$ cat src/rtl/pt_walker_pkg.sv
package pt_walker_pkg;

    typedef enum logic [2:0] {
        ST_IDLE   = 3'd0,
        ST_RD_DIR = 3'd1,
        ST_WT_DIR = 3'd2,
        ST_RD_TBL = 3'd3,
        ST_WT_TBL = 3'd4,
        ST_REPORT = 3'd5
    } walk_state_e;

    localparam int unsigned NUM_LEVELS = 2;

endpackage

$ cat src/rtl/pt_entry_decode.sv
module pt_entry_decode #(
    parameter int unsigned WORD_W = 32,
    parameter int unsigned OFF_W  = 12,
    localparam int unsigned FRAME_W = WORD_W - OFF_W
) (
    input  logic [WORD_W-1:0]  entry,
    output logic               present,
    output logic [FRAME_W-1:0] frame
);

    always_comb begin
        present = entry[0];
        frame   = entry[WORD_W-1:OFF_W];
    end

endmodule

$ cat src/rtl/pt_addr_gen.sv
module pt_addr_gen #(
    parameter int unsigned VA_W     = 32,
    parameter int unsigned DIR_W    = 10,
    parameter int unsigned TBL_W    = 10,
    parameter int unsigned OFF_W    = 12,
    parameter int unsigned ENT_LOG2 = 2,
    localparam int unsigned FRAME_W = VA_W - OFF_W
) (
    input  logic [VA_W-1:0]    vaddr,
    input  logic [FRAME_W-1:0] dir_frame,
    input  logic [FRAME_W-1:0] tbl_frame,
    input  logic               sel_tbl,
    output logic [VA_W-1:0]    entry_addr
);

    logic [VA_W-1:0] lvl_addr [pt_walker_pkg::NUM_LEVELS];

    for (genvar g = 0; g < int'(pt_walker_pkg::NUM_LEVELS); g++) begin : g_lvl
        localparam int unsigned IW = (g == 0) ? DIR_W : TBL_W;
        localparam int unsigned LO = (g == 0) ? (OFF_W + TBL_W) : OFF_W;
        logic [IW-1:0]      idx;
        logic [FRAME_W-1:0] frm;
        always_comb begin
            idx = vaddr[LO +: IW];
            frm = (g == 0) ? dir_frame : tbl_frame;
            lvl_addr[g] = ({{OFF_W{1'b0}}, frm} << OFF_W)
                        | ({{(VA_W-IW){1'b0}}, idx} << ENT_LOG2);
        end
    end

    always_comb entry_addr = sel_tbl ? lvl_addr[1] : lvl_addr[0];

endmodule

$ cat src/rtl/pt_walk_fsm.sv
module pt_walk_fsm
    import pt_walker_pkg::*;
(
    input  logic        clk,
    input  logic        rst_n,
    input  logic        req_valid,
    input  logic        mem_req_ready,
    input  logic        mem_rsp_valid,
    input  logic        entry_present,
    output walk_state_e state,
    output logic        req_ready,
    output logic        mem_req_valid,
    output logic        mem_rsp_ready,
    output logic        ld_req,
    output logic        ld_dir,
    output logic        ld_tbl,
    output logic        sel_tbl,
    output logic        in_report
);

    walk_state_e state_q, state_d;

    always_ff @(posedge clk) begin
        if (!rst_n) state_q <= ST_IDLE;
        else        state_q <= state_d;
    end

    always_comb begin
        state_d = state_q;
        unique case (state_q)
            ST_IDLE:   if (req_valid)     state_d = ST_RD_DIR;
            ST_RD_DIR: if (mem_req_ready) state_d = ST_WT_DIR;
            ST_WT_DIR: if (mem_rsp_valid) state_d = entry_present ? ST_RD_TBL : ST_REPORT;
            ST_RD_TBL: if (mem_req_ready) state_d = ST_WT_TBL;
            ST_WT_TBL: if (mem_rsp_valid) state_d = ST_REPORT;
            ST_REPORT:                    state_d = ST_IDLE;
            default:                      state_d = ST_IDLE;
        endcase
    end

    always_comb begin
        req_ready     = 1'b0;
        mem_req_valid = 1'b0;
        mem_rsp_ready = 1'b0;
        ld_req        = 1'b0;
        ld_dir        = 1'b0;
        ld_tbl        = 1'b0;
        sel_tbl       = 1'b0;
        in_report     = 1'b0;
        unique case (state_q)
            ST_IDLE: begin
                req_ready = 1'b1;
                ld_req    = req_valid;
            end
            ST_RD_DIR: mem_req_valid = 1'b1;
            ST_WT_DIR: begin
                mem_rsp_ready = 1'b1;
                ld_dir        = mem_rsp_valid;
            end
            ST_RD_TBL: begin
                mem_req_valid = 1'b1;
                sel_tbl       = 1'b1;
            end
            ST_WT_TBL: begin
                mem_rsp_ready = 1'b1;
                ld_tbl        = mem_rsp_valid;
            end
            ST_REPORT: in_report = 1'b1;
            default: ;
        endcase
    end

    assign state = state_q;

endmodule

$ cat src/rtl/pt_walker.sv
module pt_walker #(
    parameter int unsigned VA_W     = 32,
    parameter int unsigned DIR_W    = 10,
    parameter int unsigned TBL_W    = 10,
    parameter int unsigned OFF_W    = 12,
    parameter int unsigned ENT_LOG2 = 2
) (
    input  logic            clk,
    input  logic            rst_n,
    input  logic            req_valid,
    output logic            req_ready,
    input  logic [VA_W-1:0] req_vaddr,
    input  logic [VA_W-1:0] dir_base,
    output logic            mem_req_valid,
    input  logic            mem_req_ready,
    output logic [VA_W-1:0] mem_req_addr,
    input  logic            mem_rsp_valid,
    output logic            mem_rsp_ready,
    input  logic [VA_W-1:0] mem_rsp_data,
    output logic            done,
    output logic            fault,
    output logic            fault_level,
    output logic [VA_W-1:0] paddr
);
    import pt_walker_pkg::*;

    localparam int unsigned FRAME_W = VA_W - OFF_W;

    walk_state_e        state;
    logic               ld_req, ld_dir, ld_tbl, sel_tbl, in_report;
    logic               ent_present;
    logic [FRAME_W-1:0] ent_frame;

    logic [VA_W-1:0]    va_q;
    logic [FRAME_W-1:0] base_q;
    logic [FRAME_W-1:0] tbl_q;
    logic [VA_W-1:0]    pa_q;
    logic               flt_q;
    logic               lvl_q;

    pt_walk_fsm u_fsm (
        .clk           (clk),
        .rst_n         (rst_n),
        .req_valid     (req_valid),
        .mem_req_ready (mem_req_ready),
        .mem_rsp_valid (mem_rsp_valid),
        .entry_present (ent_present),
        .state         (state),
        .req_ready     (req_ready),
        .mem_req_valid (mem_req_valid),
        .mem_rsp_ready (mem_rsp_ready),
        .ld_req        (ld_req),
        .ld_dir        (ld_dir),
        .ld_tbl        (ld_tbl),
        .sel_tbl       (sel_tbl),
        .in_report     (in_report)
    );

    pt_entry_decode #(.WORD_W(VA_W), .OFF_W(OFF_W)) u_dec (
        .entry   (mem_rsp_data),
        .present (ent_present),
        .frame   (ent_frame)
    );

    pt_addr_gen #(
        .VA_W(VA_W), .DIR_W(DIR_W), .TBL_W(TBL_W),
        .OFF_W(OFF_W), .ENT_LOG2(ENT_LOG2)
    ) u_agen (
        .vaddr      (va_q),
        .dir_frame  (base_q),
        .tbl_frame  (tbl_q),
        .sel_tbl    (sel_tbl),
        .entry_addr (mem_req_addr)
    );

    always_ff @(posedge clk) begin
        if (!rst_n) begin
            va_q   <= '0;
            base_q <= '0;
            tbl_q  <= '0;
            pa_q   <= '0;
            flt_q  <= 1'b0;
            lvl_q  <= 1'b0;
        end else begin
            if (ld_req) begin
                va_q   <= req_vaddr;
                base_q <= dir_base[VA_W-1:OFF_W];
                flt_q  <= 1'b0;
                lvl_q  <= 1'b0;
                pa_q   <= '0;
            end
            if (ld_dir) begin
                if (ent_present) begin
                    tbl_q <= ent_frame;
                end else begin
                    flt_q <= 1'b1;
                    lvl_q <= 1'b0;
                end
            end
            if (ld_tbl) begin
                if (ent_present) begin
                    pa_q <= {ent_frame, va_q[OFF_W-1:0]};
                end else begin
                    flt_q <= 1'b1;
                    lvl_q <= 1'b1;
                end
            end
        end
    end

    always_comb begin
        done        = in_report && !flt_q;
        fault       = in_report && flt_q;
        fault_level = fault ? lvl_q : 1'b0;
        paddr       = done ? pa_q : '0;
    end

endmodule

$ cat config.mk
export PLATFORM = sky130hd
export DESIGN_NAME = pt_walker
export DESIGN_NICKNAME = d
export VERILOG_FILES = /design/src/rtl/pt_walker_pkg.sv /design/src/rtl/pt_entry_decode.sv /design/src/rtl/pt_addr_gen.sv /design/src/rtl/pt_walk_fsm.sv /design/src/rtl/pt_walker.sv
export SDC_FILE = /design/constraint.sdc
export NUM_CORES = 1
export LEC_CHECK = 0
export BUFFER_PORTS_ARGS = -buffer_cell sky130_fd_sc_hd__buf_2
export CORE_ASPECT_RATIO = 0.5
export CORE_MARGIN = 1
export CORE_UTILIZATION = 45
export DETAILED_ROUTE_END_ITERATION = 6
export PLACE_DENSITY = 0.76
export SLEW_MARGIN = 20
export SYNTH_ARGS = -nofsm -noshare
export SYNTH_HDL_FRONTEND = slang
export SYNTH_SLANG_ARGS = --single-unit
export TNS_END_PERCENT = 30
$ cat constraint.sdc
create_clock -name clk -period 2 [get_ports clk]
set_clock_uncertainty 0.2 [all_clocks]
set_input_delay 0.5 -clock clk [delete_from_list [all_inputs] [get_ports clk]]
set_output_delay 0.5 -clock clk [all_outputs]
set_load 0.05 [all_outputs]
==> results of run 1 <==
==> sequential cells by signal (all words and copies together), names as in the netlist <==
signal / count
base_q: 20
tbl_q: 20
flt_q: 1
u_fsm.state: 3
pa_q: 32
va_q: 32
lvl_q: 1
==> worst register-to-register path, cell delays in order (launching register included) <==
cell                      delay, ns
sky130_fd_sc_hd__dfxtp_2       0.32
sky130_fd_sc_hd__buf_4         0.13
sky130_fd_sc_hd__buf_6         0.15
sky130_fd_sc_hd__or4b_4        0.56
sky130_fd_sc_hd__buf_4         0.26
sky130_fd_sc_hd__nand3_1       0.13
sky130_fd_sc_hd__mux2i_1       0.07
==> final timing paths <==
path                                           endpoint  slack [ns]
worst max-delay path                   mem_req_addr[11]       -0.34
worst min-delay path             base_q[8]$_SDFFE_PN0P_        0.20
worst max register to register      pa_q[25]$_SDFF_PN0_        0.07
worst min register to register  base_q[15]$_SDFFE_PN0P_        0.25
==> layout make-up <==
cell class	count	area share (%)
Inverter	1	0.0550
Tap cell	140	2.57
Clock inverter	3	0.312
Multi-Input combinational cell	392	37.8
Timing Repair Buffer	173	23.5
Clock buffer	13	3.67
Sequential cell	109	32.1
==> kinds of logic after synthesis <==
| kind of cell | share of synthesized area, % |
|---|---|
| buf+inv | 4.93 |
| flops | 45.0 |
| mux | 15.2 |
| compound gates | 10.6 |
| simple gates | 23.7 |
| other cells | 0.0774 |
| xor+xnor | 0.361 |
==> timing repair <==
action | in CTS | in global routing
gates cloned | 1 | 2
setup buffers | 0 | 1
gates resized for setup | 160 | 31
hold endpoints to repair | 0 | 0
endpoints found under the setup margin | 67 | 90
pin swaps | 2 | 8
==> layer usage <==
layer	track usage [%]	part of all wire, %	wire length (µm)	up-vias
li1	-	-	-	2114
met1	27.8	44	5560	2046
met2	39.8	50	6360	120
met3	4.61	4.9	620	7
met4	4.54	0.52	66	0
met5	0	0	0	-
==> cells in the final DEF (no fill, tap or decap), types with 14 or more instances in the layout <==
cell type and count:
sky130_fd_sc_hd__buf_6 44, sky130_fd_sc_hd__nand3_1 32, sky130_fd_sc_hd__nand2_1 145, sky130_fd_sc_hd__buf_8 26, sky130_fd_sc_hd__dfxtp_1 106, sky130_fd_sc_hd__and2_4 26, sky130_fd_sc_hd__a21boi_0 43, sky130_fd_sc_hd__mux2_2 19
sky130_fd_sc_hd__mux2i_1 40, sky130_fd_sc_hd__o21ai_0 14, sky130_fd_sc_hd__buf_2 77, sky130_fd_sc_hd__buf_4 16
==> power breakdown <==
part           internal, mW  switching, mW
sequential             2.26         0.0482
combinational         0.372          0.557
clock                 0.882          0.765
==> cell usage after synthesis (all sizes together) <==
library cell	count	area share (%)
mux2	30	7.0
and4bb	1	0.26
inv	1	0.077
nor3b	1	0.15
nor3	3	0.31
o21ai	14	1.4
buf	28	3.0
xnor2	1	0.18
and4	1	0.18
nand2	146	11
nand4	12	1.5
or4b	1	0.21
nor2	4	0.31
dfxtp	109	45
a311oi	1	0.18
a21boi	52	8.1
clkbuf	24	1.9
and3b	1	0.18
a22oi	1	0.15
nand3	32	3.3
nand2b	1	0.13
a31o	2	0.36
o221a	1	0.23
xor2	1	0.18
a21oi	2	0.21
nor4b	1	0.49
and4b	1	0.21
and2	34	4.4
nor2b	4	0.52
conb	1	0.077
and3	2	0.26
mux2i	40	8.3
==> summary by stage, run 1 <==
Floorplan
The floorplan die width is approximately 150 µm. The floorplan step set the die height to 75.4 µm. In this run the count of I/O pins placed on the die edge is 171. In this run the core area contains 26 standard-cell rows.

After floorplanning, the core was sized to cover 0.0103 mm². The initial cell density of the core is a little under half. The area of the die is 0.0112 mm².

Critical path
Data arrives at the worst endpoint at 1.64 ns. The most critical setup path has its startpoint at u_fsm.state[2]$_SDFFE_PN0P_. The start-to-end type of the worst setup path is flop to output port. The required time of the worst setup path is about 1.3 ns. The buffering stage count on the worst path with inverters included is 2.

The worst setup path is captured at an output port. The worst register-to-register path has a depth of 6. For this run, the slowest stage of the critical path takes 0.37 ns. Among all stages on the critical path, the largest delay is contributed by sky130_fd_sc_hd__dfxtp_4.

The depth of the critical timing path with buffers and inverters included is 5. The origin of the critical flop-to-flop path is u_fsm.state[0]$_SDFFE_PN0P_. The sort of element at the start of the critical path is a flop. Traced cell by cell, the critical path runs through nor2b_4 > nand2_4 > buf_16 > mux2_4 > buf_6. The kind of cell with the highest combined delay along the critical path is flip-flops. The maximum fanout along the worst path is 12.

Timing
Setup violations remaining at the end of the flow were counted as 66. Setup repair after global routing could not meet its margin everywhere. Dividing the final minimum period by the clock period gives 117%. Derived from the worst setup path, the maximum achievable clock frequency is approximately 430 MHz. The setup slack after layout is -0.337 ns. The aggregate negative setup slack is -18.46 ns. The number of failing hold endpoints at the final stage was 0.

The smallest hold slack is slightly above 0.2 ns. Counting I/O delays and the setup requirement, the final critical path takes 2.34 ns. The number of max-slew violations in the final report came to 0.

Drt
Dividing the detail-routed wire length by the instance count gives 15.2 µm. The final route contains ~4,300 vias. The number of iterations in the first detailed-routing pass is 4. After detailed routing, the number of vias per cell comes to about 5.2. The final wirelength is about 13 mm. For this run, design rule violations remaining after detail routing come to 0. The DRC marker count from the first detailed-route iteration is a little under 200.

The post-detailed-route count of antenna-violating nets is 0.

Synthesis
The synthesized netlist occupies a cell area of roughly 0.0048 mm². For this run, the number of Yosys warnings is 0. The mean post-synth cell area is between 8 and 9 µm².

Summing the sequential cell areas from Yosys gives 45.0% of the chip area. The number of distinct standard cells referenced by the synthesized netlist is 37. The number of flip-flops and latches in the synthesized netlist is around 110. The number of instances in the synthesized netlist is 553.

Final layout
The total of fill cells in the finished design is 848. Summing all multi-input logic gate instances after layout gives roughly 0.0026 mm². The utilization of the core after routing is about two thirds. The share of post-route cells with drive strength above 1 is 37.5%. The register cell area after layout is ~0.0022 mm². Compared with the post-synthesis result, the final layout area differs by 40.8%.

The final-stage net count is 787. After routing the design area is between 0.006 and 0.007 mm². The antenna diode instance count is 0.

The count of placed standard cells in the final layout, fillers left out is 831.

Clock network
The total clock sinks is 109. After clock tree synthesis, the clock-pin slew on the worst setup and hold paths is around 0.07 ns. The buffer depth of the longest clock path is 2. Clock tree synthesis inserted a total of 9 buffers. The H-tree generated during clock tree synthesis spans 3 levels. The number of hold buffers added after CTS is 0. The cell sitting at the root of the clock tree is a sky130_fd_sc_hd__clkbuf_16. The clock tree from TritonCTS is built. The insertion delay to the later sink of the worst-skew pair is roughly 0.33 ns.

Placement
Counting tap cells, the placed design contains a total of roughly 810 instances. Timing analysis after detailed placement gives a worst setup slack of -0.0450 ns. The post-detailed-placement half-perimeter wirelength is roughly 8.0 mm. The count of buffers added on input and output ports is between 100 and 150. The standard cell area after detailed placement is between 0.005 and 0.006 mm². Routability-driven placement finished with a final weighted congestion of roughly 0.83.

Status
The final reports fail on setup timing. The flow ran to the end, but the final reports show violations.

Power and ir drop
The design draws 4.88 mW. Power spread over the standard cell area amounts to 715 mW/mm². Across the VDD grid, the largest voltage drop is ~0.46 mV. The standby leakage power is around 2.9 nW.

Hold path
Along the worst hold path, the cell count comes to 3. The startpoint identified for the worst hold timing path is dir_base[20]. The tightest min-delay check is of the input port to flop type.

Global route
The wire length of the first global-routing pass is approximately 19 mm. The via count of the first global-routing pass came to slightly below 4,000. Global routing used about 22% of the available tracks across all layers.

The sum of overflow across all layers after global routing is 0. The pin count of the biggest net entering global routing is 59. The number of antenna violations at the first check in global routing is 0.

Flow run
The count of maximum capacitance violations is 0.
Note: power is estimated with default switching activity, not from simulation.
==> inputs of run 2 (changes only) <==
Settings changed: CORE_UTILIZATION 45 to 54, PLACE_DENSITY 0.76 to 0.86.
Clock period 2 ns to 2.8 ns, I/O delays scaled along.
==> run 2 against run 1 <==
The flow now finishes without violations. Highest routed layer unchanged. Register-to-register slack improved by 0.65 ns. Critical endpoint is now paddr[23]. Hold slack improved by 0.054 ns. Power decreased by 29%. Routed wire length decreased by 8.9%. Clock-buffer cell count decreased by 2. Via count decreased by 2.1%.
==> summary by stage, run 2 (same netlist as run 1, synthesis figures left out) <==
Power and ir drop
The share of total power dissipated in sequential elements is between 40% and 50%. The total power divided by cell area is just under 600 mW/mm². The power share of the clock group is 36.4%. The switching share of power is between 20% and 30%.

For this design the total switching power over the nets is 0.975 mW. The internal power component is ~2.5 mW. VDD sags by at most slightly above 0.4 mV. The standby leakage power is 2.60 nW. Per report_power, the combinational group accounts for between 15 and 20% of the total.

Hold path
The worst hold path class is flop to flop.

Critical path
The sort of element at the start of the critical path is a flop. At the worst endpoint, the arrival time is ~1.8 ns. The required time of the worst setup path is around 1.9 ns.

Along the worst path, the maximum fanout reaches 17. STA classifies the critical path endpoint as an output port. The critical path is of the flop to output port type.

Timing
The number of failing hold endpoints at the final stage is 0. Setup repair after global routing left no endpoint under its margin. The number of max-slew violations in the final report is 0. The final-report setup violation count is 0. The maximum frequency from static timing analysis is around 370 MHz. Measured against its own limit, the worst slew margin works out to 66.3%.

The aggregate negative setup slack is 0 ns. The smallest hold slack is between 0.2 and 0.3 ns. Dividing the final minimum period by the clock period gives 95.5%.

The slew at the pin closest to its max-slew limit is between 0.5 and 0.6 ns. After layout, the minimum clock period comes to roughly 2.7 ns.

Clock network
The buffer cell driving the clock tree root is sky130_fd_sc_hd__clkbuf_16. The level count of the clock H-tree is 3. TritonCTS created 9 clock buffers. The setup fix buffers added after clock tree synthesis is 0. TritonCTS built the clock tree. The total clock sinks is around 110. The clock-pin transition on the worst setup and hold timing paths is about 0.070 ns. No sink is reached through more buffers than the 2 on the longest clock path.

The insertion delay to the later sink of the worst-skew pair is 0.34 ns.

Flow run
Across the run, the number of max-cap violations was 0.

Global route
For this run the aggregate overflow at the end of global routing stands at 0. The number of antenna violations at the first check in global routing was 0. The pin count of the biggest net entering global routing is 55. The global router's overall resource usage is about 25%. The via count of the first global-routing pass is approximately 3,900. The first global-routing pass estimated between 15 and 20 mm of wire.

Placement
Routability-driven placement finished with a final weighted congestion of just over 0.8. The number of buffers inserted by port buffering is 145. Summed over all nets, the half-perimeter wirelength after detailed placement is a little under 8 mm.

Drt
The met3 layer wire length in the routed design is about 600 µm. The total met2 wirelength after detailed routing is between 5 and 6 mm. After detailed routing, the average wire length per cell comes to 14.5 µm. The highest metal layer carrying signal wires in the routed design is met4. The number of iterations in the first detailed-routing pass is 4. The post-detailed-route count of antenna-violating nets is 0. The detailed-route vias per instance is between 5 and 6. The detailed router put a total of approximately 5.2 mm of wire on met1. Across all layers, the routed design uses about 4,200 vias. The detailed router finished its first iteration with 200 violations. The post-route DRC violation count is 0.

The final wirelength is roughly 11 mm.

Floorplan
Once the floorplan was initialized, standard cells occupied roughly 58% of the core. The count of standard-cell rows is 23. For this design the top-level I/O count stands at 171.

The area of the die is roughly 0.0094 mm². The total area inside the core boundary comes to 0.00835 mm². The die is around 69 µm tall. The floorplan step set the die width to about 140 µm.

Final layout
In the layout the commonest cells are sky130_fd_sc_hd__nand2_1 (146), sky130_fd_sc_hd__buf_2 (137), sky130_fd_sc_hd__dfxtp_1 (108). The final-stage net count is 776. The filler cells instantiated in the layout total 693. 0 antenna diodes ended up in the layout. The share of post-route cells with drive strength above 1 is 31.6%.

In the final layout, the registers with the most flip-flops are pa_q (32), va_q (32). The most frequent standard cell in the layout excluding fill and tap cells is sky130_fd_sc_hd__nand2_1. From synthesis to final layout, the design area changed by 24.0%.

Status
The flow ran to the end, and the final reports show no timing, DRC or antenna violations.
## run 2: cell types whose count changed in the layout (fill, tap and decap cells not counted), sizes merged
| cell | previous run | this run |
|---|---|---|
| bufinv | 0 | 1 |
| clkbuf | 14 | 17 |
| inv | 1 | 2 |
| buf | 172 | 156 |
## run 2: layer usage
metal	vias up	global-route usage, %
met5	-	0
met4	0	9.03
met3	19	5.99
met2	115	44.6
met1	1972	30.2
li1	2089	-
## run 2: final timing paths
check / startpoint / to / slack (ns) / cells past startpoint
setup / recovery: u_fsm.state[2]$_SDFFE_PN0P_ / paddr[23] / 0.13 / 5
hold / removal: base_q[9]$_SDFFE_PN0P_ / base_q[9]$_SDFFE_PN0P_ / 0.26 / 2
setup reg to reg: u_fsm.state[2]$_SDFFE_PN0P_ / pa_q[9]$_SDFF_PN0_ / 0.72 / 5
hold reg to reg: base_q[9]$_SDFFE_PN0P_ / base_q[9]$_SDFFE_PN0P_ / 0.26 / 2
## run 2: area by class of cell
cell class                      count  area [µm²]  share of cell area [%]
Multi-Input combinational cell    392        2440                    40.6
Clock buffer                       11         233                    3.87
Sequential cell                   109        2180                    36.3
Timing Repair Buffer              162         948                    15.8
Inverter                            1        3.75                  0.0625
Tap cell                          112         140                    2.33
Clock inverter                      5        60.1                    1.00
## run 2: what timing repair did
| item | CTS | global route |
|---|---|---|
| gates resized for setup | 1 | 7 |
| hold buffers | 0 | 0 |
| setup endpoints to repair | 7 | 8 |
## run 2: worst max-delay path, stage by stage, from the launching register on
cell and delay [ns]:
sky130_fd_sc_hd__dfxtp_2 0.41, sky130_fd_sc_hd__nor2b_2 0.20, sky130_fd_sc_hd__and3b_1 0.20, sky130_fd_sc_hd__buf_4 0.21
sky130_fd_sc_hd__and2_1 0.15, sky130_fd_sc_hd__buf_2 0.26
## run 2: metrics by stage
stage,setup slack (ns),util [%],std cells,instance area [µm²],power [mW]
after floorplan,0.120,-,554,4850,2.08
after detailed placement,0.345,68.3,776,5700,2.25
final,0.127,72.0,792,6010,3.48
after global placement,0.397,68.3,776,5700,2.23
after CTS,0.0662,71.8,792,5990,3.50
after global routing,0.0406,72.0,792,6010,3.62
## run 2: power groups by stage
stage,registers [mW],clock network [mW],logic [mW]
floorplan,1.67,0,0.409
global placement,1.68,0,0.557
detailed placement,1.68,0,0.566
CTS,1.65,1.29,0.568
global route,1.65,1.35,0.614
finish,1.65,1.27,0.566
==> inputs of run 3 (changes only) <==
Settings changed: CORE_UTILIZATION 54 to 45, PLACE_DENSITY 0.86 to 0.76.
Clock period 2.8 ns to 2.2 ns, I/O delays scaled along.
==> run 3 against run 2 <==
The run now ends with setup timing left. Routed wire length rose by 8.7%. First-iteration DRC count fell by 14%. Clock power rose by 37%. Register-to-register slack got worse by 0.51 ns. Die area rose by 20%. Power rose by 34%.
==> summary by stage, run 3 (same netlist as run 1, synthesis figures left out) <==
Status
The flow ran to the end, but the final reports show violations. The checks that failed: setup timing.

Drt
The detailed-route vias per instance is a little over 5. The number of iterations in the first detailed-routing pass is 4. The number of vias in the routed layout is 4,217.

Dividing the detail-routed wire length by the instance count gives around 15 µm. Once detail routing completed, the nets flagged for antenna violations numbered 0. The DRC marker count from the first detailed-route iteration is between 150 and 200. The final wirelength is 12.5 mm.

The post-route DRC violation count is 0.

Clock network
Buffers added to address setup during post-CTS repair amount to 0. The total clock sinks is 109. The H-tree was split into 3 levels. The number of buffers added by the clock tree synthesis step is 9. The insertion delay to the later sink of the worst-skew pair is roughly 0.34 ns.

The tree is rooted in a sky130_fd_sc_hd__clkbuf_16. The clock tree from TritonCTS is built. The clock-pin transition on the worst setup and hold timing paths is 0.07 ns. The number of hold buffers added after CTS is 0. Counting along the longest clock path gives a buffer depth of 2.

Critical path
The start-to-end type of the worst setup path is flop to output port. The type of element capturing the critical path is an output port. For the worst setup path, the data required time is 1.45 ns. The sort of element at the start of the critical path is a flop. Data on the critical path arrives at its endpoint at 1.59 ns.

The maximum fanout along the worst path is 14.

Timing
The setup slack after layout is -0.143 ns. The shortest clock period the worst path allows after layout is approximately 2.3 ns. Setup repair after global routing could not meet its margin everywhere. The number of max-slew violations in the final report is 0. The final period utilization is 107%. The number of failing hold endpoints at the final stage is 0.

The maximum frequency from static timing analysis is 427 MHz. Setup violations remaining at the end of the flow were counted as 63.

Global route
The number of antenna violations at the first check in global routing was 0. The via count of the first global-routing pass is 4,098. The wire length of the first global-routing pass is around 20 mm. The sum of overflow across all layers after global routing is 0. The pin count of the biggest net entering global routing is 59. The global router's overall resource usage is between 20% and 30%.

Hold path
The worst hold path class is input port to flop.

Final layout
Cells with a size suffix above 1 make up between 30% and 40% of the layout. The utilization of the core after routing is about two thirds. In the final layout, the registers with the most flip-flops are pa_q (32), va_q (32). The layout-stage area growth over the synthesis result is 38.5%. The antenna diode instance count is 0. Leaving out fill and tap cells, the most frequent cell in the layout is sky130_fd_sc_hd__nand2_1. Leaving out fill and tap cells, the most frequent cells in the layout are sky130_fd_sc_hd__nand2_1 (145), sky130_fd_sc_hd__dfxtp_1 (106), sky130_fd_sc_hd__buf_2 (78). The final layout contains 781 nets. The post-route standard cell area excluding fillers is 0.00671 mm².

Placement
The routability congestion estimate from global placement is between 0.7 and 0.8. The setup slack at placement is 0.0333 ns. Buffers placed on the I/O ports in this run total between 100 and 150.

Detailed placement ended at an HPWL of slightly above 8 mm. The standard cell area after detailed placement is between 0.005 and 0.006 mm².

Floorplan
The count of boundary I/O pins is approximately 170. The die is approximately 75 µm tall. The die covers approximately 0.011 mm². The placeable core area is just over 0.01 mm². Once the floorplan was initialized, standard cells occupied a little under half of the core. The floorplan die width is about 150 µm. The count of standard-cell rows is 26.

Power and ir drop
The total power divided by cell area is between 600 and 700 mW/mm². The power consumption is roughly 4.7 mW. For this design the static power due to leakage is ~2.8 nW. The worst voltage drop across the vdd grid is approximately 0.36 mV.

Flow run
The count of maximum capacitance violations is 0.
==> run 3: cell count changes in the layout (fill, tap and decap cells not counted), sizes merged <==
cell,change
buf,+10
inv,+1
clkbuf,-7
clkinv,-1
bufinv,+1
clkinvlp,+1
==> run 3: stage by stage <==
| step | TNS (ns) | instances | hold slack [ns] |
|---|---|---|---|
| after CTS | -9.00 | 825 | 0.228 |
| after detailed placement | 0 | 808 | 0.245 |
| final | -7.16 | 825 | 0.243 |
| after floorplan | -2.93 | 554 | 0.232 |
| after global placement | 0 | 808 | 0.237 |
| after global routing | -11.91 | 825 | 0.242 |
==> run 3: worst max-delay path, stage by stage, from the launching register on <==
cell and delay (ns):
sky130_fd_sc_hd__dfxtp_2 0.33, sky130_fd_sc_hd__nor2b_4 0.13, sky130_fd_sc_hd__nand2_4 0.10, sky130_fd_sc_hd__buf_12 0.17, sky130_fd_sc_hd__mux2_2 0.36, sky130_fd_sc_hd__buf_6 0.16
==> run 3: final timing paths <==
kind | startpoint | endpoint | slack, ns | cells past startpoint
max | u_fsm.state[0]$_SDFFE_PN0P_ | mem_req_addr[24] | -0.14 | 5
min | req_vaddr[31] | va_q[31]$_SDFFE_PN0P_ | 0.24 | 3
max reg2reg | u_fsm.state[1]$_SDFFE_PN0P_ | pa_q[22]$_SDFF_PN0_ | 0.21 | 5
min reg2reg | base_q[15]$_SDFFE_PN0P_ | base_q[15]$_SDFFE_PN0P_ | 0.25 | 2
==> run 3: where the power goes <==
part | internal (mW) | switching (mW)
combinational | 0.317 | 0.498
sequential | 2.05 | 0.0425
clock | 1.00 | 0.735
==> run 3: what timing repair did <==
action                                  4_1_cts  5_1_grt
pin swaps                                     7        7
cloned                                        1        0
gates resized for setup                     154       11
endpoints found under the hold margin         0        0
endpoints found under the setup margin       66       66
==> run 3: layout make-up <==
class	count	area, µm²
tap	140	175
timing repair buffer	167	1480
clock inverter	7	97.6
inverter	1	3.75
fill	862	3630
multi-input combinational	392	2540
clock buffer	9	225
sequential	109	2190
==> run 3: routing by layer <==
| metal | global-route usage, % | up-vias | routed length [µm] |
|---|---|---|---|
| met1 | 26.8 | 2005 | 5590 |
| li1 | - | 2108 | - |
| met2 | 42.2 | 98 | 6290 |
| met4 | 7.14 | 0 | 86 |
| met5 | 0 | - | 0 |
| met3 | 4.97 | 6 | 510 |
